===== config.mk =====
export PLATFORM = sky130hd
export DESIGN_NAME = burst_read_seq
export DESIGN_NICKNAME = d
export VERILOG_FILES = /design/src/rtl/burst_seq_pkg.sv /design/src/rtl/burst_cfg_reg.sv /design/src/rtl/burst_addr_gen.sv /design/src/rtl/burst_seq_ctrl.sv /design/src/rtl/burst_read_seq.sv
export SDC_FILE = /design/constraint.sdc
export NUM_CORES = 1
export LEC_CHECK = 0
export BUFFER_PORTS_ARGS = -buffer_cell sky130_fd_sc_hd__buf_2
export CORE_MARGIN = 5
export CORE_UTILIZATION = 53
export CTS_CLUSTER_SIZE = 16
export DETAILED_ROUTE_END_ITERATION = 7
export GPL_ROUTABILITY_DRIVEN = 0
export PLACE_DENSITY = 0.79
export RECOVER_POWER = 50
export SYNTH_ARGS = -nofsm -noshare
export SYNTH_HDL_FRONTEND = slang
export SYNTH_SLANG_ARGS = --single-unit

===== constraint.sdc =====
create_clock -name clk -period 3.1 [get_ports clk]
set_input_delay 0.62 -clock clk [delete_from_list [all_inputs] [get_ports clk]]
set_output_delay 0.62 -clock clk [all_outputs]
set_load 0.01 [all_outputs]

===== src/rtl/burst_seq_pkg.sv =====
package burst_seq_pkg;
    timeunit 1ns;
    timeprecision 100ps;

    localparam int CFG_W  = 16;
    localparam int DATA_W = 16;
    localparam int LAT_W  = 3;

    localparam logic [CFG_W-1:0] CFG_RESET = 16'h9CC7;
    localparam logic [CFG_W-1:0] CFG_KEEP  = 16'hBFCF;

    typedef enum logic [1:0] {ST_IDLE, ST_LAT, ST_DATA} seq_st_e;

    function automatic logic lat_legal(input logic [LAT_W-1:0] c);
        return (c >= 3'd2) && (c <= 3'd6);
    endfunction

    function automatic logic len_legal(input logic [2:0] c);
        return (c == 3'd1) || (c == 3'd2) || (c == 3'd3) || (c == 3'd7);
    endfunction

    function automatic logic [DATA_W-1:0] word_at(input logic [7:0] a);
        return {a ^ 8'h5A, ~a};
    endfunction
endpackage


===== src/rtl/burst_cfg_reg.sv =====
module burst_cfg_reg
    import burst_seq_pkg::*;
#(
    parameter logic [CFG_W-1:0] RESET_VAL = CFG_RESET
) (
    input  logic             clk,
    input  logic             rst_n,
    input  logic             wr_en,
    input  logic [CFG_W-1:0] wr_data,
    output logic [CFG_W-1:0] cfg_q,
    output logic             err_q
);
    timeunit 1ns;
    timeprecision 100ps;

    typedef struct packed {
        logic [CFG_W-1:0] cfg;
        logic             err;
    } cfg_state_t;

    cfg_state_t r_d, r_q;
    logic       legal;

    always_comb begin
        legal = lat_legal(wr_data[13:11]) && len_legal(wr_data[2:0]) && !wr_data[8];
        r_d   = r_q;
        if (wr_en) begin
            if (legal) r_d.cfg = wr_data & CFG_KEEP;
            else       r_d.err = 1'b1;
        end
    end

    always_ff @(posedge clk or negedge rst_n) begin
        if (!rst_n) begin
            r_q.cfg <= RESET_VAL;
            r_q.err <= 1'b0;
        end else begin
            r_q <= r_d;
        end
    end

    assign cfg_q = r_q.cfg;
    assign err_q = r_q.err;

    p_cfg_legal_r3: assert property (@(posedge clk) disable iff (!rst_n)
        lat_legal(r_q.cfg[13:11]) && len_legal(r_q.cfg[2:0]) && !r_q.cfg[8]);

    p_err_sticky_r3: assert property (@(posedge clk) disable iff (!rst_n)
        r_q.err |=> r_q.err);

    p_reject_keeps_r3: assert property (@(posedge clk) disable iff (!rst_n)
        (wr_en && !legal) |=> $stable(r_q.cfg));
endmodule


===== src/rtl/burst_addr_gen.sv =====
module burst_addr_gen #(
    parameter int AW = 8
) (
    input  logic          clk,
    input  logic          rst_n,
    input  logic          load,
    input  logic [AW-1:0] load_addr,
    input  logic          step,
    input  logic          wrap_en,
    input  logic [2:0]    len_code,
    output logic [AW-1:0] addr_q
);
    timeunit 1ns;
    timeprecision 100ps;

    typedef struct packed {
        logic [AW-1:0] addr;
    } addr_state_t;

    addr_state_t   r_d, r_q;
    logic [AW-1:0] wmask;
    logic [AW-1:0] next_lin;
    logic          wrap_act;

    always_comb begin
        case (len_code)
            3'd1:    wmask = AW'(3);
            3'd2:    wmask = AW'(7);
            3'd3:    wmask = AW'(15);
            default: wmask = '1;
        endcase
        wrap_act = wrap_en && (len_code != 3'd7);
        next_lin = r_q.addr + AW'(1);
        r_d      = r_q;
        if (load) begin
            r_d.addr = load_addr;
        end else if (step) begin
            r_d.addr = wrap_act ? ((r_q.addr & ~wmask) | (next_lin & wmask)) : next_lin;
        end
    end

    always_ff @(posedge clk or negedge rst_n) begin
        if (!rst_n) r_q <= '0;
        else        r_q <= r_d;
    end

    assign addr_q = r_q.addr;

    p_wrap_upper_r8: assert property (@(posedge clk) disable iff (!rst_n)
        (step && !load && wrap_act) |=>
            ((r_q.addr & ~wmask) == ($past(r_q.addr) & ~$past(wmask))));
endmodule


===== src/rtl/burst_seq_ctrl.sv =====
module burst_seq_ctrl
    import burst_seq_pkg::*;
#(
    parameter int CNT_W = LAT_W
) (
    input  logic             clk,
    input  logic             rst_n,
    input  logic             ce_act,
    input  logic             sync_en,
    input  logic             start,
    input  logic [CNT_W-1:0] lat_code,
    input  logic             hold2,
    output logic             load,
    output logic             step,
    output logic             in_lat,
    output logic             in_data
);
    timeunit 1ns;
    timeprecision 100ps;

    typedef struct packed {
        seq_st_e          st;
        logic [CNT_W-1:0] cnt;
        logic             hold_left;
    } seq_state_t;

    seq_state_t r_d, r_q;

    always_comb begin
        r_d  = r_q;
        load = 1'b0;
        step = 1'b0;
        if (!ce_act || !sync_en) begin
            r_d.st = ST_IDLE;
        end else if (start) begin
            r_d.st  = ST_LAT;
            r_d.cnt = lat_code - CNT_W'(1);
            load    = 1'b1;
        end else begin
            case (r_q.st)
                ST_LAT: begin
                    if (r_q.cnt == '0) begin
                        r_d.st        = ST_DATA;
                        r_d.hold_left = hold2;
                        step          = 1'b1;
                    end else begin
                        r_d.cnt = r_q.cnt - CNT_W'(1);
                    end
                end
                ST_DATA: begin
                    if (!r_q.hold_left) begin
                        r_d.hold_left = hold2;
                        step          = 1'b1;
                    end else begin
                        r_d.hold_left = 1'b0;
                    end
                end
                default: r_d.st = ST_IDLE;
            endcase
        end
    end

    always_ff @(posedge clk or negedge rst_n) begin
        if (!rst_n) begin
            r_q.st        <= ST_IDLE;
            r_q.cnt       <= '0;
            r_q.hold_left <= 1'b0;
        end else begin
            r_q <= r_d;
        end
    end

    assign in_lat  = (r_q.st == ST_LAT);
    assign in_data = (r_q.st == ST_DATA);

    p_lat_to_data_r5: assert property (@(posedge clk) disable iff (!rst_n)
        $rose(r_q.st == ST_DATA) |-> $past(r_q.st == ST_LAT && r_q.cnt == '0));

    p_abort_idle_r11: assert property (@(posedge clk) disable iff (!rst_n)
        !ce_act |=> (r_q.st == ST_IDLE));
endmodule


===== src/rtl/burst_read_seq.sv =====
module burst_read_seq
    import burst_seq_pkg::*;
#(
    parameter int AW = 8
) (
    input  logic              clk,
    input  logic              rst_n,
    input  logic              cfg_we,
    input  logic [CFG_W-1:0]  cfg_wdata,
    output logic [CFG_W-1:0]  cfg_value,
    output logic              cfg_err,
    input  logic              ce_n,
    input  logic              addr_stb,
    input  logic [AW-1:0]     addr_in,
    output logic [DATA_W-1:0] dq_out,
    output logic              dq_oe,
    output logic              wait_out
);
    timeunit 1ns;
    timeprecision 100ps;

    typedef struct packed {
        logic [DATA_W-1:0] dq;
    } rise_state_t;

    typedef struct packed {
        logic              dat;
        logic              lat;
        logic [DATA_W-1:0] dq;
    } fall_state_t;

    logic [CFG_W-1:0]  cfg;
    logic              ce_act, async_md, edge_rise, wpol;
    logic              load, step, in_lat, in_data;
    logic [AW-1:0]     addr_q;
    rise_state_t       rise_d, rise_q;
    fall_state_t       fall_d, fall_q;
    logic              sel_dat, sel_lat, wait_act, oe_int;
    logic [DATA_W-1:0] sel_dq, data_int;
    logic              unused_cfg;

    assign ce_act     = !ce_n;
    assign async_md   = cfg[15];
    assign wpol       = cfg[10];
    assign edge_rise  = cfg[6];
    assign unused_cfg = ^{cfg[14], cfg[7], cfg[5:4]};

    burst_cfg_reg u_cfg (
        .clk     (clk),
        .rst_n   (rst_n),
        .wr_en   (cfg_we),
        .wr_data (cfg_wdata),
        .cfg_q   (cfg),
        .err_q   (cfg_err)
    );

    burst_seq_ctrl u_ctrl (
        .clk      (clk),
        .rst_n    (rst_n),
        .ce_act   (ce_act),
        .sync_en  (!async_md),
        .start    (addr_stb),
        .lat_code (cfg[13:11]),
        .hold2    (cfg[9]),
        .load     (load),
        .step     (step),
        .in_lat   (in_lat),
        .in_data  (in_data)
    );

    burst_addr_gen #(.AW(AW)) u_addr (
        .clk       (clk),
        .rst_n     (rst_n),
        .load      (load),
        .load_addr (addr_in),
        .step      (step),
        .wrap_en   (!cfg[3]),
        .len_code  (cfg[2:0]),
        .addr_q    (addr_q)
    );

    always_comb begin
        rise_d = rise_q;
        if (step) rise_d.dq = word_at(addr_q[7:0]);
        fall_d.dat = in_data;
        fall_d.lat = in_lat;
        fall_d.dq  = rise_q.dq;
    end

    always_ff @(posedge clk or negedge rst_n) begin
        if (!rst_n) rise_q <= '0;
        else        rise_q <= rise_d;
    end

    always_ff @(negedge clk or negedge rst_n) begin
        if (!rst_n) fall_q <= '0;
        else        fall_q <= fall_d;
    end

    always_comb begin
        sel_dat  = edge_rise ? in_data   : fall_q.dat;
        sel_lat  = edge_rise ? in_lat    : fall_q.lat;
        sel_dq   = edge_rise ? rise_q.dq : fall_q.dq;
        oe_int   = ce_act && (async_md || sel_dat);
        data_int = async_md ? word_at(addr_in[7:0]) : sel_dq;
        wait_act = ce_act && !async_md && sel_lat;
    end

    assign dq_oe     = oe_int;
    assign dq_out    = oe_int ? data_int : '0;
    assign wait_out  = wpol ? wait_act : !wait_act;
    assign cfg_value = cfg;

    p_async_no_wait_r4: assert property (@(posedge clk) disable iff (!rst_n)
        (async_md && ce_act) |-> (wait_out == !wpol));

    p_no_data_in_wait_r6: assert property (@(posedge clk) disable iff (!rst_n)
        (wait_out == wpol) |-> !(dq_oe && !async_md && in_data && edge_rise));
endmodule


==> results.toml <==
[run_status]
status = "finished with violations"
violations = "negative setup slack"

[critical_path]
crit_fanout = 13
worst_ep_arrival_time_ns = 3.01
rr_worst_depth = 2
rrSetupSlack_ns = 0.64
worstReg2RegEnd = "fall_q[17]"
cp-end-kind = "output port"
worstSetupStartpoint = "fall_q[17]"
critPathLaunchType = "flop"
worst_ep_required_time_ns = 2.48
criticalPathCategory = "reg -> out"
r2r-start = "u_ctrl.r_q[4]"

[cts]
cts_buffers = 5
post_cts_buffers = 0
htreeDepth = 2
clockRootBuffer = "clkbuf_8"
cts_tree = "done"
cts_resized = 0
cts_max_path_buffers = 2
clkSlewWorstSetupHoldPaths_ns = 0.09
cts_hold_buf = 0
clock_sinks = 54
clk_latency_ns = 0.31

[synth]
avgSynthCellArea_sq_um = 10.4
yosysUniqueCellTypes = 49
synth_top_area_share_pct = 29.2
ys_warn_count = 0
yosysSeqAreaShare_pct = 51.3
synthTopCellsByArea = "dfrtp_1 29%, dfrtn_1 13%, dfstp_2 8.9%, mux2_2 5.5%, a211oi_1 4.8%"
yosys_most_used_dff = "dfrtp_1"
yosys.area.top_type = "dfrtp_1"
ys_seq_elements = 54
synthArstFlopShare_pct = 100
synthCells = 255
synth_edf_count = 0
synth_area_sq_um = 2660

[final_layout]
antenna_cells = 0
instances_no_fill = 379
nNetsFinal = 344
layout-area-overhead-vs-synth_pct = 18.5
fin_util_pct = 65.8
drive_above_1_share_pct = 30.4

[placement]
port_buffers = 57
dp_hpwl_um = 4200
place_inst = 371
pre_cts_ws_ns = -0.202

[power]
pwr_density_cell_nw_per_um2 = 628
ir_drop_mv = 0.398
p_leak_nw = 1.39

[sta]
worst_slack_ns = -0.535
holdWs_ns = 0.473
skew_ns = 0.00392
slew_headroom_pct = 17.5
setup_tns_ns = -8.95
hold_viol = 0
setup_viol = 18
rsz0062_at_grt = "yes"
tightest_slew_ns = 1.24
slew_viol_final = 0

[global_routing]
grt_start_max_net_pins = 32
overflow = 0
grt_usage_pct = 19.9
antenna_found_initial = 0
grt_pass1_vias = 2196
grt_pass1_wl_um = 10200

[drt]
avgRoutedWirePerCell_um = 15.2
num_vias = 2135
via_per_inst = 5.63
drt_iter0_drc = 120
ant_nets = 0
firstDrtPassIters = 4
wl_um = 5770
drc = 0

[floorplan]
core_area_sq_um = 4790
row_count = 25
die_w_um = 80.8
die_area_sq_um = 6530
die_h_um = 80.8
initial_core_util_pct = 55.5
ios = 64

[run]
maxCapViolations = 0

[worst_hold_path]
hold_start = "u_cfg.err_q"
hold_depth = 1
min_to = "u_cfg.err_q"
hp-class = "reg -> reg"
layout make-up:
class,count,area (sq um)
inverters,5,18.8
well taps,67,83.8
clock buffers,7,86.3
clock inverters,1,5.00
multi-input cells,180,1250
fillers,398,1640
flip-flops and latches,54,1360
repair buffers,65,335
worst max-delay path: stages, from the launching register on:
cell      delay [ns]
dfrtn_1         0.34
mux2_4          0.28
o21bai_4        0.13
buf_12          0.17
a211oi_1        0.06
buf_2           0.18
power by group:
group	internal [W]	leakage, nW	total [W]	switching [W]
registers	0.000865	0.676	0.00104	0.000178
clock network	0.000181	0.0482	0.000400	0.000220
logic	0.000253	0.669	0.000533	0.000280
total	0.00130	1.39	0.00198	0.000678
cells by family (layout without fill, tap and decap cells):
family | count (synthesis) | count (layout) | synth area share (%)
compound gates | 64 | 64 | 16.6
flops | 54 | 54 | 51.3
buf+inv | 23 | 78 | 4.38
fa+ha+maj | 5 | 5 | 2.26
simple gates | 84 | 84 | 15.8
xor+xnor | 3 | 3 | 0.989
other cells | 1 | 3 | 0.141
mux | 21 | 21 | 8.53
cell usage after synthesis (all sizes together), types with 3 or more instances:
master / instances
nor2: 17
nand3: 7
mux2: 13
nor2b: 9
o311ai: 8
nor3: 3
inv: 5
mux2i: 8
o21ai: 11
dfstp: 9
o21a: 3
dfrtn: 14
nand4: 4
or4: 3
nand2: 30
ha: 4
a21oi: 10
dfrtp: 31
buf: 9
clkbuf: 9
a211oi: 17
how the worst max path moves through the flow:
stage                 end  cells past startpoint
2_1_floorplan  dq_out[11]                      5
3_3_place_gp    dq_out[0]                      5
3_5_place_dp    dq_out[0]                      5
4_1_cts         dq_out[0]                      5
5_1_grt         dq_out[5]                      5
6_report        dq_out[2]                      5
routing by layer:
layer	wire length (um)	vias to the layer above	global-route usage [%]
li1	-	1038	-
met1	2630	1025	25.9
met2	2720	64	33.6
met3	355	8	4.43
met4	65	0	5.57
met5	0	-	0
stage by stage:
| step | area, sq um | power (W) |
|---|---|---|
| after floorplan | 2740 | 0.00140 |
| after global placement | 3070 | 0.00157 |
| after detailed placement | 3070 | 0.00159 |
| after CTS | 3160 | 0.00199 |
| after global routing | 3150 | 0.00212 |
| final | 3150 | 0.00198 |
cells in the final DEF, fill, tap and decap left out, types with 8 or more instances in the layout:
| master | synthesis | layout |
|---|---|---|
| a211oi_1 | 17 | 12 |
| a21oi_1 | 10 | 10 |
| buf_2 | 0 | 51 |
| clkbuf_1 | 9 | 11 |
| dfrtn_1 | 14 | 14 |
| dfrtp_1 | 31 | 31 |
| dfstp_2 | 9 | 9 |
| mux2_2 | 13 | 12 |
| mux2i_1 | 8 | 8 |
| nand2_1 | 30 | 30 |
| nor2_1 | 17 | 17 |
| nor2b_1 | 9 | 9 |
| o21ai_0 | 11 | 11 |
(Power assumes the default switching activity.)
